===== config.mk =====
export PLATFORM = sky130hd
export DESIGN_NAME = taskq_dequeue
export DESIGN_NICKNAME = d
export VERILOG_FILES = /design/src/rtl/taskq_dequeue.sv
export SDC_FILE = /design/constraint.sdc
export NUM_CORES = 1
export LEC_CHECK = 0
export CAP_MARGIN = 10
export CORE_UTILIZATION = 45
export DETAILED_ROUTE_END_ITERATION = 8
export HOLD_SLACK_MARGIN = 0.05
export PLACE_DENSITY = 0.77
export SYNTH_ARGS = -nofsm -noshare
export SYNTH_HDL_FRONTEND = slang
export SYNTH_SLANG_ARGS = --single-unit

===== constraint.sdc =====
create_clock -name clk -period 2.4 [get_ports clk]
set_clock_uncertainty 0.05 [all_clocks]
set_input_delay 0.6 -clock clk [delete_from_list [all_inputs] [get_ports clk]]
set_output_delay 0.6 -clock clk [all_outputs]
set_load 0.005 [all_outputs]

===== src/rtl/taskq_dequeue.sv =====
module taskq_dequeue #(
  parameter int AW = 16
) (
  input  logic          clk,
  input  logic          rst_n,
  input  logic [AW-1:0] priv_base,
  input  logic [AW-1:0] inbox_base,
  input  logic          next_req,
  output logic          disp_valid,
  input  logic          disp_ready,
  output logic [AW-1:0] disp_tcb,
  output logic [AW-1:0] disp_code,
  output logic          mem_req,
  output logic [1:0]    mem_op,
  output logic [AW-1:0] mem_addr,
  output logic [AW-1:0] mem_wdata,
  input  logic          mem_gnt,
  input  logic [AW-1:0] mem_rdata
);
  localparam logic [1:0]    OP_RD = 2'd0;
  localparam logic [1:0]    OP_WR = 2'd1;
  localparam logic [1:0]    OP_SW = 2'd2;
  localparam logic [AW-1:0] NIL   = '0;

  typedef enum logic [3:0] {
    S_IDLE, S_RPRIV, S_SWAP, S_RFIRST, S_WZERO, S_RNEXT,
    S_WREV, S_RTOP, S_WPRIV, S_RCODE, S_DISP
  } st_t;

  st_t           st;
  logic [AW-1:0] y, x, z, code;

  wire fire    = mem_req & mem_gnt;
  wire rd_nil  = (mem_rdata == NIL);
  wire rd_busy = &mem_rdata;

  assign mem_req    = (st != S_IDLE) && (st != S_DISP);
  assign disp_valid = (st == S_DISP);
  assign disp_tcb   = y;
  assign disp_code  = code;

  always_comb begin
    mem_op    = OP_RD;
    mem_addr  = NIL;
    mem_wdata = NIL;
    case (st)
      S_RPRIV:  mem_addr = priv_base;
      S_SWAP:   begin mem_op = OP_SW; mem_addr = inbox_base; end
      S_RFIRST: mem_addr = y;
      S_WZERO:  begin mem_op = OP_WR; mem_addr = y; end
      S_RNEXT:  mem_addr = x;
      S_WREV:   begin mem_op = OP_WR; mem_addr = x; mem_wdata = y; end
      S_RTOP:   mem_addr = y;
      S_WPRIV:  begin mem_op = OP_WR; mem_addr = priv_base; mem_wdata = x; end
      S_RCODE:  mem_addr = y + AW'(1);
      default:  ;
    endcase
  end

  always_ff @(posedge clk or negedge rst_n) begin
    if (!rst_n) begin
      st   <= S_IDLE;
      y    <= NIL;
      x    <= NIL;
      z    <= NIL;
      code <= NIL;
    end else begin
      case (st)
        S_IDLE:  if (next_req) st <= S_RPRIV;
        S_RPRIV: if (fire) begin
          y  <= mem_rdata;
          st <= rd_nil ? S_SWAP : S_RTOP;
        end
        S_SWAP: if (fire && !rd_nil) begin
          y  <= mem_rdata;
          st <= S_RFIRST;
        end
        S_RFIRST: if (fire && !rd_busy) begin
          if (rd_nil) st <= S_RCODE;
          else begin
            x  <= mem_rdata;
            st <= S_WZERO;
          end
        end
        S_WZERO: if (fire) st <= S_RNEXT;
        S_RNEXT: if (fire && !rd_busy) begin
          z  <= mem_rdata;
          st <= S_WREV;
        end
        S_WREV: if (fire) begin
          y  <= x;
          x  <= (z == NIL) ? y : z;
          st <= (z == NIL) ? S_WPRIV : S_RNEXT;
        end
        S_RTOP: if (fire) begin
          x  <= mem_rdata;
          st <= S_WPRIV;
        end
        S_WPRIV: if (fire) st <= S_RCODE;
        S_RCODE: if (fire) begin
          code <= mem_rdata;
          st   <= S_DISP;
        end
        S_DISP:  if (disp_ready) st <= S_IDLE;
        default: st <= S_IDLE;
      endcase
    end
  end
endmodule


Word level (Yosys, flattened, before mapping)
Cells that the tools add are included.
{"block": "totals", "elab_cells": 78, "in_bits": 53, "regBits": 68}
{"block": "op_classes", "eq_ne": 23, "n_addsub": 1, "reduce_logical": 21, "mux": 27, "bitwise_logic": 1}
{"operator": "16-bit two-way mux", "n": 7}
{"operator": "16-bit case mux with 3 select lines", "n": 2}
{"operator": "16-bit case mux with 5 select lines", "n": 1}
{"operator": "4-bit two-way mux", "n": 13}
{"operator": "4-bit case mux with 11 select lines", "n": 1}
{"operator": "16-bit logical NOT", "n": 2}
{"operator": "16-bit case mux with 2 select lines", "n": 1}
{"operator": "2-bit != test (second input constant)", "n": 11}
{"operator": "16-bit by 1-bit adder with 16-bit output (second input constant)", "n": 1}
{"operator": "4-bit by 3-bit equality test with 1-bit output (second input constant)", "n": 4}
{"operator": "16-bit AND reduction", "n": 1}
{"operator": "4-bit equality test (second input constant)", "n": 3}
{"operator": "11-bit AND reduction", "n": 1}
{"operator": "4-bit by 2-bit equality test with 1-bit output (second input constant)", "n": 2}
{"operator": "3-bit nonzero test", "n": 2}
{"operator": "3-bit OR reduction", "n": 2}
{"operator": "5-bit AND reduction", "n": 1}
{"operator": "4-bit by 1-bit equality test with 1-bit output (second input constant)", "n": 1}
{"operator": "4-bit logical NOT", "n": 1}
{"operator": "4-bit != test (second input constant)", "n": 1}
{"operator": "2-bit case mux with 2 select lines", "n": 1}
{"operator": "2-bit AND reduction", "n": 2}
{"operator": "4-bit AND reduction", "n": 1}
{"operator": "4-bit nonzero test", "n": 1}
{"operator": "other kinds (6)", "n": 10}

Longest topological paths before layout
{"block": "depth", "ltp_word": 6, "ltp_mapped": 8, "mapped_depth_nobuf": 6}

Worst setup path after synthesis
Ideal clock, no wire load.
{"block": "synth_timing", "kind": "reg2out", "from": "reg y[0], in the netlist disp_tcb[0]", "to": "out mem_addr[14]", "stages_incl_launch_ff": 6, "arrival_time_ns": 1.706, "path_buffers": 0, "setup_slack_ns": 0.044, "cell_sequence": "dfrtp_1 -> ha_1 -> nand3_1 -> nor4_1 -> nand2_1 -> o311ai_0"}
{"block": "synth_between", "elab_chain_len": 2}
{"element": "start, declared", "line_no": "31", "rtl": "logic [AW-1:0] y, x, z, code;"}
{"element": "start signal, assigned", "line_no": "71", "rtl": "y <= mem_rdata;"}
{"element": "start signal, assigned", "line_no": "75", "rtl": "y <= mem_rdata;"}
{"element": "16-bit by 1-bit adder with 16-bit output", "line_no": "55", "rtl": "S_RCODE: mem_addr = y + AW'(1);"}
{"element": "16-bit case mux with 5 select lines", "line_no": "46", "rtl": "case (st)"}
{"element": "end, declared", "line_no": "15", "rtl": "output logic [AW-1:0] mem_addr,"}
No other way between the ends.

Worst setup path after layout
{"block": "layout_timing", "from": "reg st[0]", "to": "out mem_addr[5]"}
{"block": "layout_between", "elab_chain_len": 3, "word_cells_on_any_way": 13, "classes_between": "eq/ne (9); mux (1); reduce/logical (3)"}
{"element": "start, declared", "line_no": "30", "rtl": "st_t st;"}
{"element": "start signal, assigned", "line_no": "72", "rtl": "st <= rd_nil ? S_SWAP : S_RTOP;"}
{"element": "start signal, assigned", "line_no": "93", "rtl": "st <= (z == NIL) ? S_WPRIV : S_RNEXT;"}
{"element": "4-bit by 3-bit equality test with 1-bit output (tied with other cells)", "line_no": "46"}
{"element": "3-bit OR reduction (no source line) / 2-bit OR reduction (equally long branches)"}
{"element": "16-bit case mux with 5 select lines *", "line_no": "46"}
Mark *: on every way between the ends. The rest lies on a longest branch, timed or not.

==> key figures <==
Final layout
  – Fin nets: 723
  – Antenna Cells: 0
  – Share of cells above drive strength 1: about 45%
  – Area growth from synthesis to layout: 64.0%
  – Final Non-Filler Cells: 803

Placement
  – RD Place Congestion: between 0.9 and 1
  – Buffers on Ports: between 100 and 150
  – Placed cells: 745
  – DP HPWL: 10,700 um

Synthesis
  – Syn Area/Cell: ~9.8 um2
  – Ys Warns: 0
  – Synth top area cells: dfrtp_1 40%, mux2_2 15%, nand2_1 6.0%
  – Flops & latches, synth: 68
  – Post-synth EDFFs: 0
  – Register area share after synthesis: 39.8%
  – Most frequent cells after synthesis: 68 x dfrtp_1, 68 x nand2_1, 57 x mux2_2
  – Syn_nets: approximately 500
  – Yosys top cell area share: 39.8%
  – Ys flop type: dfrtp_1
  – Mapped Cells: roughly 440
  – Post-synth ARST share: 100%
  – Cell taking the most area after synthesis: dfrtp_1
  – Yosys cell types: 56
  – Post-Syn Area: 4270 um2

Floorplan
  – Die X: 99.4 um
  – Ports: 121
  – Placeable Area: 9240 um2
  – DIE AREA: 9890 um2
  – Std-Cell Rows: 35
  – Die height: 99.4 um
  – Starting density of the core: 46.2%

STA
  – RSZ-0062 raised after global routing: true
  – Slew Limit Fails: 0
  – Worst-margin pin slew: 0.513 ns
  – Maximum clock rate: between 300 and 400 MHz
  – Setup ws final: -0.422 ns
  – Worst rel slew slack: 65.8%
  – Final hold vios: 0
  – Worst Hold Slack: roughly 0.16 ns
  – Tcrit/Tclk final: 118%
  – Post-layout minimum cycle time: around 2.8 ns
  – Setup TNS: -9.31 ns
  – Final setup violation count: 41

Worst setup path
  – Critical path peak fanout: 7
  – CP Launch Type: flip-flop
  – Req. time, crit path: 1.75 ns
  – Worst Path Arrival: 2.17 ns
  – Setup crit end kind: output port
  – Critical path class: reg2out

Routing
  – Vias: 4,838
  – Vias per cell: ~6.0
  – DR DRC count: 0
  – Final ANT Viol Nets: 0
  – Starting DRT DRC Count: 454
  – First-pass DRT Iterations: 5
  – Final wirelength: between 15,000 and 20,000 um
  – Routed len/inst: ~20 um

Clock tree
  – CTS Buf Count: 9
  – Clock tree buffer depth: 2
  – Clock transition at the registers of the reported paths: 0.09 ns
  – CTS Root Cell: clkbuf_8
  – Max H-tree Level: 3
  – CTS tree: done
  – Clk_lat worst skew: 0.35 ns
  – Clk sinks: 68

Global routing
  – Global Route Usage Sum: 33.3%
  – Largest net degree at the start of global routing: 33
  – Initial antenna violation count: 0
  – Vias in the first global route: 4,776
  – GRT Residual Overflow: 0
  – First-pass GRT wire length: 25,200 um

Min path
  – Worst hold path type: in2async

Status
  – Status: complete, but fails checks
  – Failing checks: setup timing

Power and ir drop
  – Leakage power: roughly 3.2 nW
  – Total power: 0.00919 W
  – PwrDens: 1310 nW/um2
  – Worst IR Drop VDD: 0.648 mV

Run
  – MaxCap Viol Count: 0
[cell families (layout without fill, tap and decap cells)]
group / count (synthesis) / count (layout) / share of synthesized area (%)
and+or+nand+nor: 145 / 145 / 17.1
AOI/OAI and AO/OA: 116 / 116 / 19.3
DFF: 68 / 68 / 39.8
muxes: 67 / 67 / 18.5
buffers and inverters: 35 / 272 / 3.87
xor gates and xnor gates: 5 / 5 / 1.03
adders and majority gates: 1 / 1 / 0.293
[routing by layer]
metal / share of wire (%) / global-route usage, % / up-vias / routed length (um)
li1: - / - / 2124 / -
met1: 40 / 43.4 / 2377 / 6500
met2: 49 / 56.5 / 293 / 8020
met3: 8.6 / 4.01 / 44 / 1410
met4: 2.8 / 13.3 / 0 / 452
met5: 0 / 0 / - / 0
[flip-flops by register name, summed over array words and instances (netlist names)]
register	cells
disp_code	16
disp_tcb	16
st	4
x	16
z	16
[critical path, cell delays in order (launching register included)]
cell and delay, ns:
dfrtp_2 0.46, buf_6 0.14, buf_6 0.11, nand2b_4 0.07, buf_6 0.11, a21oi_4 0.07
buf_6 0.14, buf_6 0.11, a222oi_1 0.32, o211ai_1 0.15, buf_2 0.16
[final cells by class]
class | instances | area [um2]
multi-input cells | 334 | 2690
repair buffers | 253 | 2240
fillers | 620 | 2230
flip-flops and latches | 68 | 1710
well taps | 129 | 161
clock buffers | 9 | 124
clock inverters | 7 | 75.1
inverters | 3 | 11.3
[where the power goes]
part	total, W	internal [W]	switching (W)
logic	0.00582	0.00335	0.00247
registers	0.00240	0.00173	0.000672
clock network	0.000960	0.000485	0.000475
total	0.00919	0.00557	0.00362
[final timing paths]
check,from,endpoint,slack (ns),cells after the start
max,st[0],mem_addr[5],-0.42,10
min,rst_n,disp_code[11],0.16,1
max reg2reg,st[3],x[1],0,11
min reg2reg,disp_code[10],disp_code[10],0.47,1
max in group asynchronous,rst_n,st[2],1.44,2
min in group clk,disp_code[10],disp_code[10],0.47,1
[cell usage in the layout, fill, tap and decap left out, drive strengths merged, types with 4 or more instances in the layout]
master / instances
buf: 157
clkdlybuf4s50: 68
nand2: 68
dfrtp: 68
mux2: 67
o21ai: 31
a21oi: 26
clkbuf: 20
a22o: 16
nor2: 16
a222oi: 15
dlygate4sd2: 15
nand3: 12
nor4: 11
nand2b: 8
nand4: 6
nor3: 6
o311ai: 6
o211ai: 5
inv: 5
a31oi: 4
[timing repair]
item	CTS	global route
hold endpoints to repair	0	0
endpoints found under the setup margin	88	43
hold buffers	0	0
pin swaps	43	14
buffers inserted	29	8
gates resized for setup	184	64
gates cloned	5	0
[metrics by stage]
stage | cell area [um2] | setup slack, ns | utilization, %
after detailed placement | 6240 | -0.823 | 67.5
after floorplan | 4270 | 0.0439 | -
after global routing | 7010 | -0.471 | 75.8
final | 7010 | -0.422 | 75.8
after CTS | 6940 | -0.358 | 75.1
after global placement | 6240 | -0.708 | 67.5
Note: power is estimated with default switching activity, not from simulation.
